### src/rtl/dac_automute_pkg.sv
package dac_automute_pkg;

    // which silent value the current run holds
    typedef enum logic {
        RUN_ZERO = 1'b0,
        RUN_ONES = 1'b1
    } run_kind_e;

    // translate an active/inactive indication into the pin level
    function automatic logic pin_level(input logic active, input logic pol_hi);
        return pol_hi ? active : ~active;
    endfunction

endpackage

### src/rtl/amute_run_det.sv
module amute_run_det
    import dac_automute_pkg::*;
#(
    parameter int SMP_W   = 24,
    parameter int RUN_LEN = 8192
) (
    input  logic             clk,
    input  logic             rst_n,
    input  logic             stb,
    input  logic [SMP_W-1:0] sample,
    input  logic             enable,
    output logic             run_full
);

    localparam int CNT_W = $clog2(RUN_LEN + 1);
    localparam logic [CNT_W-1:0] CNT_MAX = CNT_W'(RUN_LEN);

    typedef struct packed {
        logic [CNT_W-1:0] cnt;
        run_kind_e        kind;
    } det_s;

    det_s st_d, st_q;
    logic is_zero, is_ones;

    always_comb begin
        is_zero = (sample == '0);
        is_ones = (sample == '1);
        st_d    = st_q;
        if (!enable) begin
            st_d.cnt = '0;
        end else if (stb) begin
            if (is_zero || is_ones) begin
                if ((st_q.cnt != '0) && (st_q.kind == (is_ones ? RUN_ONES : RUN_ZERO))) begin
                    if (st_q.cnt != CNT_MAX) begin
                        st_d.cnt = st_q.cnt + 1'b1;
                    end
                end else begin
                    st_d.cnt  = CNT_W'(1);
                    st_d.kind = is_ones ? RUN_ONES : RUN_ZERO;
                end
            end else begin
                st_d.cnt = '0;
            end
        end
    end

    always_ff @(posedge clk or negedge rst_n) begin
        if (!rst_n) begin
            st_q <= '{cnt: '0, kind: RUN_ZERO};
        end else begin
            st_q <= st_d;
        end
    end

    assign run_full = (st_q.cnt == CNT_MAX);

endmodule

### src/rtl/amute_combine.sv
module amute_combine #(
    parameter int NUM_CH = 6
) (
    input  logic              clk,
    input  logic              rst_n,
    input  logic [NUM_CH-1:0] run_full,
    input  logic              auto_en,
    input  logic [NUM_CH-1:0] man_mute,
    input  logic              glob_mute,
    output logic [NUM_CH-1:0] mute
);

    typedef struct packed {
        logic [NUM_CH-1:0] mute;
    } cmb_s;

    cmb_s st_d, st_q;

    always_comb begin
        st_d = st_q;
        for (int i = 0; i < NUM_CH; i++) begin
            st_d.mute[i] = (run_full[i] & auto_en) | man_mute[i] | glob_mute;
        end
    end

    always_ff @(posedge clk or negedge rst_n) begin
        if (!rst_n) begin
            st_q <= '0;
        end else begin
            st_q <= st_d;
        end
    end

    assign mute = st_q.mute;

endmodule

### src/rtl/amute_pin_map.sv
module amute_pin_map
    import dac_automute_pkg::*;
#(
    parameter int NUM_CH = 6
) (
    input  logic              clk,
    input  logic              rst_n,
    input  logic [NUM_CH-1:0] mute,
    input  logic [NUM_CH-1:0] mask,
    input  logic              pol_hi,
    output logic              pin
);

    typedef struct packed {
        logic pin;
    } map_s;

    map_s st_d, st_q;
    logic active;

    always_comb begin
        st_d = st_q;
        if (mask == '0) begin
            active = 1'b1;
        end else begin
            active = ((mute & mask) == mask);
        end
        st_d.pin = pin_level(active, pol_hi);
    end

    always_ff @(posedge clk or negedge rst_n) begin
        if (!rst_n) begin
            st_q <= '0;
        end else begin
            st_q <= st_d;
        end
    end

    assign pin = st_q.pin;

endmodule

### src/rtl/dac_automute_top.sv
module dac_automute_top #(
    parameter int NUM_CH  = 6,
    parameter int SMP_W   = 24,
    parameter int RUN_LEN = 8192
) (
    input  logic                    clk,
    input  logic                    rst_n,
    input  logic                    smp_stb,
    input  logic [NUM_CH*SMP_W-1:0] smp_bus,
    input  logic                    auto_en,
    input  logic [NUM_CH-1:0]       man_mute,
    input  logic                    glob_mute,
    input  logic [NUM_CH-1:0]       pin_mask,
    input  logic                    pin_pol,
    output logic [NUM_CH-1:0]       ch_mute,
    output logic                    mute_pin
);

    logic [NUM_CH-1:0] run_full;

    for (genvar g = 0; g < NUM_CH; g++) begin : g_det
        amute_run_det #(
            .SMP_W  (SMP_W),
            .RUN_LEN(RUN_LEN)
        ) u_det (
            .clk     (clk),
            .rst_n   (rst_n),
            .stb     (smp_stb),
            .sample  (smp_bus[g*SMP_W +: SMP_W]),
            .enable  (auto_en),
            .run_full(run_full[g])
        );
    end

    amute_combine #(.NUM_CH(NUM_CH)) u_cmb (
        .clk      (clk),
        .rst_n    (rst_n),
        .run_full (run_full),
        .auto_en  (auto_en),
        .man_mute (man_mute),
        .glob_mute(glob_mute),
        .mute     (ch_mute)
    );

    amute_pin_map #(.NUM_CH(NUM_CH)) u_map (
        .clk   (clk),
        .rst_n (rst_n),
        .mute  (ch_mute),
        .mask  (pin_mask),
        .pol_hi(pin_pol),
        .pin   (mute_pin)
    );

endmodule

### config.mk
export PLATFORM = sky130hd
export DESIGN_NAME = dac_automute_top
export DESIGN_NICKNAME = d
export VERILOG_FILES = /design/src/rtl/dac_automute_pkg.sv /design/src/rtl/amute_run_det.sv /design/src/rtl/amute_combine.sv /design/src/rtl/amute_pin_map.sv /design/src/rtl/dac_automute_top.sv
export SDC_FILE = /design/constraint.sdc
export NUM_CORES = 1
export LEC_CHECK = 0
export BUFFER_PORTS_ARGS = -buffer_cell sky130_fd_sc_hd__buf_2
export CORE_AREA = 10 10 145 107
export DETAILED_ROUTE_END_ITERATION = 7
export DIE_AREA = 0 0 155 117
export GPL_ROUTABILITY_DRIVEN = 0
export PLACE_DENSITY = 0.8
export SLEW_MARGIN = 0
export SYNTH_ARGS = -nofsm -noshare
export SYNTH_HDL_FRONTEND = slang
export SYNTH_SLANG_ARGS = --single-unit
### constraint.sdc
create_clock -name clk -period 2.3 [get_ports clk]
set_input_delay 0.69 -clock clk [delete_from_list [all_inputs] [get_ports clk]]
set_output_delay 0.69 -clock clk [all_outputs]
set_load 0.01 [all_outputs]
Word-level counts from Yosys, hierarchy flattened
Cells that the tools add are included.

Muxes and demuxes: 50. Reduce and logical (&&, ||, !) cells: 37. Eq/ne operators: 32. Bitwise logic cells: 26. Add/sub/neg operators: 6.

Operator list (count): $mux W14 (24); $eq A24 B24 Y1 const B (6); $logic_not A24 Y1 (6); $mux W15 (6); $add A14 B1 Y14 const B (6); $eq A14 B14 Y1 const B (6); $ne A14 B14 Y1 const B (6); $reduce_bool A14 Y1 (6); $ne A4 B4 Y1 const B (6); $reduce_and A4 Y1 (6); $mux W1 (20); $or A1 B1 Y1 (12); $reduce_and A2 Y1 (6); $not A1 Y1 (7); $and A1 B1 Y1 (6); $and A6 B6 Y6 (1); $eq A1 B1 Y1 (6); $eq A6 B6 Y1 (1); $logic_and A1 B1 Y1 (6); $logic_not A6 Y1 (1); $logic_or A1 B1 Y1 (6); $ne A2 B2 Y1 const B (1).

Flip-flop bits (word level): 97. Bits of input ports: 162.

Longest topological paths before layout
Word-level depth: 8. Depth in mapped cells: 8.

Modules after synthesis
Synthesis repeated with hierarchy kept, for this count alone.

Cells, all modules: 888. Area total of the unflattened synthesis: 7876.3 sq um.

By module, submodules not included: amute_run_det (g_det[0].u_det ...) (times used 4, sequential area each 375.4 sq um, area an instance 1265.0 sq um, cells an instance 144); amute_run_det (g_det[4].u_det ...) (times used 2, sequential area each 375.4 sq um, area an instance 1261.2 sq um, cells an instance 144); amute_combine (times used 1, sequential area each 150.1 sq um, area an instance 209.0 sq um, cells an instance 12); amute_pin_map (times used 1, sequential area each 25.0 sq um, area an instance 85.1 sq um, cells an instance 12).

Worst setup path after synthesis
No wires, ideal clock.

Path type: input port to flip-flop. Start: in smp_bus[36]. End: reg g_det[1].u_det.st_q[9] in the netlist's numbering. Library setup time: 82 ps. Slack: 183 ps. Buffers on the path: 1. Data arrival time: 2035 ps. Stages on the path: 6. Required time: 2218 ps. Cells stage by stage: nor4_1 > nand4_1 > a2bb2o_4 > buf_6 > or4b_1 > a31oi_1.

Word-level cells in the longest chain between the ends: 8. Elaborated cells on any way between the ends: 12. Those cells by class: 3 x eq/ne; 5 x mux; 4 x reduce/logical.

Ends and longest elaborated chain: start: declaration (RTL line dac_automute_top.sv:9) `input logic [NUM_CH*SMP_W-1:0] smp_bus,`; $eq A24 B24 Y1 (RTL line amute_run_det.sv:28) `is_ones = (sample == '1);`; $mux W1 (RTL line amute_run_det.sv:34) `if ((st_q.cnt != '0) && (st_q.kind == (is_ones ? RUN_ONES : RUN_ZERO))) begin`; $eq A1 B1 Y1 (RTL line amute_run_det.sv:34); $logic_and A1 B1 Y1 (RTL line amute_run_det.sv:34); $mux W14 (RTL line amute_run_det.sv:34); $mux W14 (RTL line amute_run_det.sv:33) `if (is_zero || is_ones) begin`; $mux W15 (RTL line amute_run_det.sv:32) `end else if (stb) begin`; $mux W14 (RTL line amute_run_det.sv:30) `if (!enable) begin`; end signal: assignment (RTL line amute_run_det.sv:50) `st_q <= '{cnt: '0, kind: RUN_ZERO};`; end signal: assignment (RTL line amute_run_det.sv:52) `st_q <= st_d;`; end: declaration (RTL line amute_run_det.sv:23) `det_s st_d, st_q;`.

Several ways; a longest one is shown, not always the timed one. The select of a mux whose other input is x is not followed. A chain may end at the register's enable or synchronous reset.

Final worst setup path
Start: reg g_det[2].u_det.st_q[1] in the netlist's numbering. End: reg g_det[2].u_det.st_q[13] in the netlist's numbering.

Word-level cells in the longest chain between the ends: 6. Elaborated cells on any way between the ends: 11. Those cells by class: 1 x add/sub; 2 x eq/ne; 5 x mux; 3 x reduce/logical.

Ends and longest elaborated chain (RTL line): start: declaration (amute_run_det.sv:23); start signal: assignment (amute_run_det.sv:50); start signal: assignment (amute_run_det.sv:52); $add A14 B1 Y14 or $reduce_bool A14 Y1 (tied branches) (amute_run_det.sv:36, amute_run_det.sv:34); $mux W14 or $logic_and A1 B1 Y1 (tied branches) (amute_run_det.sv:35, amute_run_det.sv:34); $mux W14 (amute_run_det.sv:34); $mux W14 (amute_run_det.sv:33); $mux W15 (amute_run_det.sv:32); $mux W14 (amute_run_det.sv:30).

Several ways; a longest one is shown, not always the timed one. The select of a mux whose other input is x is not followed.

==> results by group <==
Run status
  – Status: finished clean

Placement
  – Detail Placement HPWL: between 15,000 and 20,000 um
  – Post-placement cell count: between 1k and 1.5k
  – Buffers on Ports: around 170

Timing
  – Hold Fails Final Rpt: 0
  – Setup Skew: roughly 6.1 ps
  – Final Max Tran Viols: 0
  – Max Clock Freq: 448 MHz
  – Worst slew pin tran: 571 ps
  – Worst hold slack: approximately 260 ps
  – Crit share post-route: a little over nine tenths
  – Unrepaired setup endpoints after global routing: no
  – Setup violations, final: 0
  – Max_slew headroom: between 60% and 70%
  – Post-layout minimum cycle time: 2230 ps
  – Final setup TNS: 0 ps

Clock tree
  – CTS root buffer: clkbuf_16
  – Total CTS buffers: 9
  – Hold-fix buffers, CTS: 0
  – Clock latency on the worst-skew pair: 350 ps
  – Clock slew seen by the registers of the worst setup and hold paths: ~70 ps
  – Clock tree buffer depth: 2
  – Sink Count: 97
  – CTS H-tree depth: 3
  – TritonCTS clock tree: built

Floorplanning
  – Die W: roughly 160 um
  – Die H: roughly 120 um
  – I/O Pins: 169
  – Core area: approximately 13,000 sq um
  – Initial Util: a little over half
  – Core Rows: 35
  – Die area: about 18,000 sq um

Synth
  – Yosys top cell area share: between 30 and 40%
  – Post-synth top area cell: dfrtp_1
  – Syn_area_per_cell: roughly 8.4 sq um
  – Post-synth EDFFs: 0
  – Top cells by area, synth: dfrtp_1 36%, nand4_1 5.9%, nor4_1 5.6%, nand3_1 4.7%, nand2_1 4.2%
  – Seq/Total Area, Yosys: a little over a third
  – Post-synth net total: 985
  – Fraction of registers with async set/reset: 100%
  – Main synth FF type: dfrtp_1
  – Ys Warns: 0
  – Mapped Cells: a little over 800
  – Synth Cell Area: roughly 6800 sq um
  – Cell variety after synth: 66
  – Post-synthesis register bit count: 97

Global route
  – Tot GR Track Use: 21.7%
  – GR Overflow Total: 0
  – Initial antenna violation count: 0
  – First-pass GRT wire length: about 34,000 um
  – Largest net degree at the start of global routing: 40
  – Vias in the first global route: 7,272

Final layout
  – Most common cell after layout, fill and taps aside: buf_2
  – Share of post-route cells with drive strength above 1: between 20% and 30%
  – Final core occ: 66.9%
  – Nets: between 1k and 1.5k
  – Final std cells w/o fill: 1,188
  – Fillers: 1,045
  – Area growth, synth to finish: 26.0%
  – Commonest cells after routing, fill and taps aside: 167 x buf_2, 97 x dfrtp_1, 76 x nand2_1, 67 x inv_1
  – Antenna diodes: 0

Routing
  – DRC viols: 0
  – Final Routed Wirelength: 20,000 um
  – Drt pass-1 iters: 6
  – WL/cell: ~17 um
  – Vias post-DR: between 7k and 8k
  – Remaining antenna violation count: 0
  – Via/cell ratio: 6.24
  – Detailed router's first-iteration violation count: 719

Critical path
  – WP data required: ~2600 ps
  – CP max FO: 5
  – CP Launch Type: flop
  – Kind of critical path: flop to flop
  – CP Data Arrival Time: about 2500 ps
  – Worst Setup End Kind: flop

Run
  – Max Cap Violations: 0

Power
  – PD cells: approximately 450 nW/um^2
  – IR Drop Worst-Case VDD: 0.383 mV
  – LEAKAGE: roughly 3.5 nW
  – PnR Total Power: between 0.003 and 0.004 W

Hold path
  – HP Class: input port to asynchronous set/reset pin
worst paths after layout:
kind	start	to	slack (ps)	depth (start not counted)
max in group asynchronous	rst_n	g_det[1].u_det.st_q[3]	1510	2
worst min-delay path	rst_n	g_det[3].u_det.st_q[10]	260	1
worst min register to register	g_det[0].u_det.st_q[14]	g_det[0].u_det.st_q[14]	490	1
worst max-delay path	g_det[2].u_det.st_q[1]	g_det[2].u_det.st_q[13]	70	6
min in group clk	g_det[0].u_det.st_q[14]	g_det[0].u_det.st_q[14]	490	1
worst max register to register	g_det[2].u_det.st_q[1]	g_det[2].u_det.st_q[13]	70	6
area by class of cell:
type	instances	area, sq um	area share, %
Clock buffer	10	229	2.67
Clock inverter	6	113	1.31
Inverter	67	251	2.93
Multi-Input combinational cell	614	4010	46.6
Sequential cell	97	2430	28.3
Tap cell	166	208	2.42
Timing Repair Buffer	228	1360	15.8
cell usage after synthesis, types with 14 or more instances:
cell      count
dfrtp_1      97
nand2_1      76
inv_1        67
nand3_1      64
nand4_1      64
nor4_1       61
nor2_1       46
a31oi_1      26
nor3_1       24
buf_2        19
o211ai_1     18
a22o_1       16
a31o_2       16
o22ai_1      16
and3_1       14
flip-flops by register name, summed over array words and instances (netlist names):
name / count
g_det.u_det.st_q: 90
u_cmb.mute: 6
u_map.pin: 1
critical path: stages (launching register included):
cell	delay, ps
dfrtp_1	420
ha_1	230
nand3_1	210
nor4_2	490
nand3_1	200
or3_1	380
o221ai_1	210
metrics by stage:
step	worst slack (ps)	instance area (sq um)
after CTS	72.9	8570
after global routing	5.66	8590
final	66.9	8590
after global placement	-1.59	8220
after detailed placement	-50.8	8220
after floorplan	183	6820
metal layers:
metal  GRT usage [%]  vias up  wire [um]
met5               0        -          0
met4            5.15        0        274
met3            5.15       30       1550
met2            34.3      339       8950
met1            29.5     3457       9240
li1                -     3592          -
cells by family after synthesis:
family | count (synthesis) | share of synthesized area [%]
AND/OR/NAND/NOR | 418 | 35.1
adder cells (fa/ha/maj) | 12 | 2.20
XOR/XNOR | 5 | 0.642
AO/OA/AOI/OAI | 165 | 18.3
flip-flops | 97 | 35.6
buffers and inverters | 100 | 6.09
multiplexers | 14 | 2.13
report_power, final:
part	total, W	switching, W	internal (W)
combinational	0.000368	0.000192	0.000175
clock	0.00176	0.000688	0.00107
sequential	0.00172	0.00000345	0.00171
total	0.00384	0.000883	0.00296
timing repair:
action,4_1_cts,5_1_grt
setup buffers,0,0
gates resized for setup,1,5
endpoints found under the setup margin,1,15
Note: power is estimated with default switching activity, not from simulation.
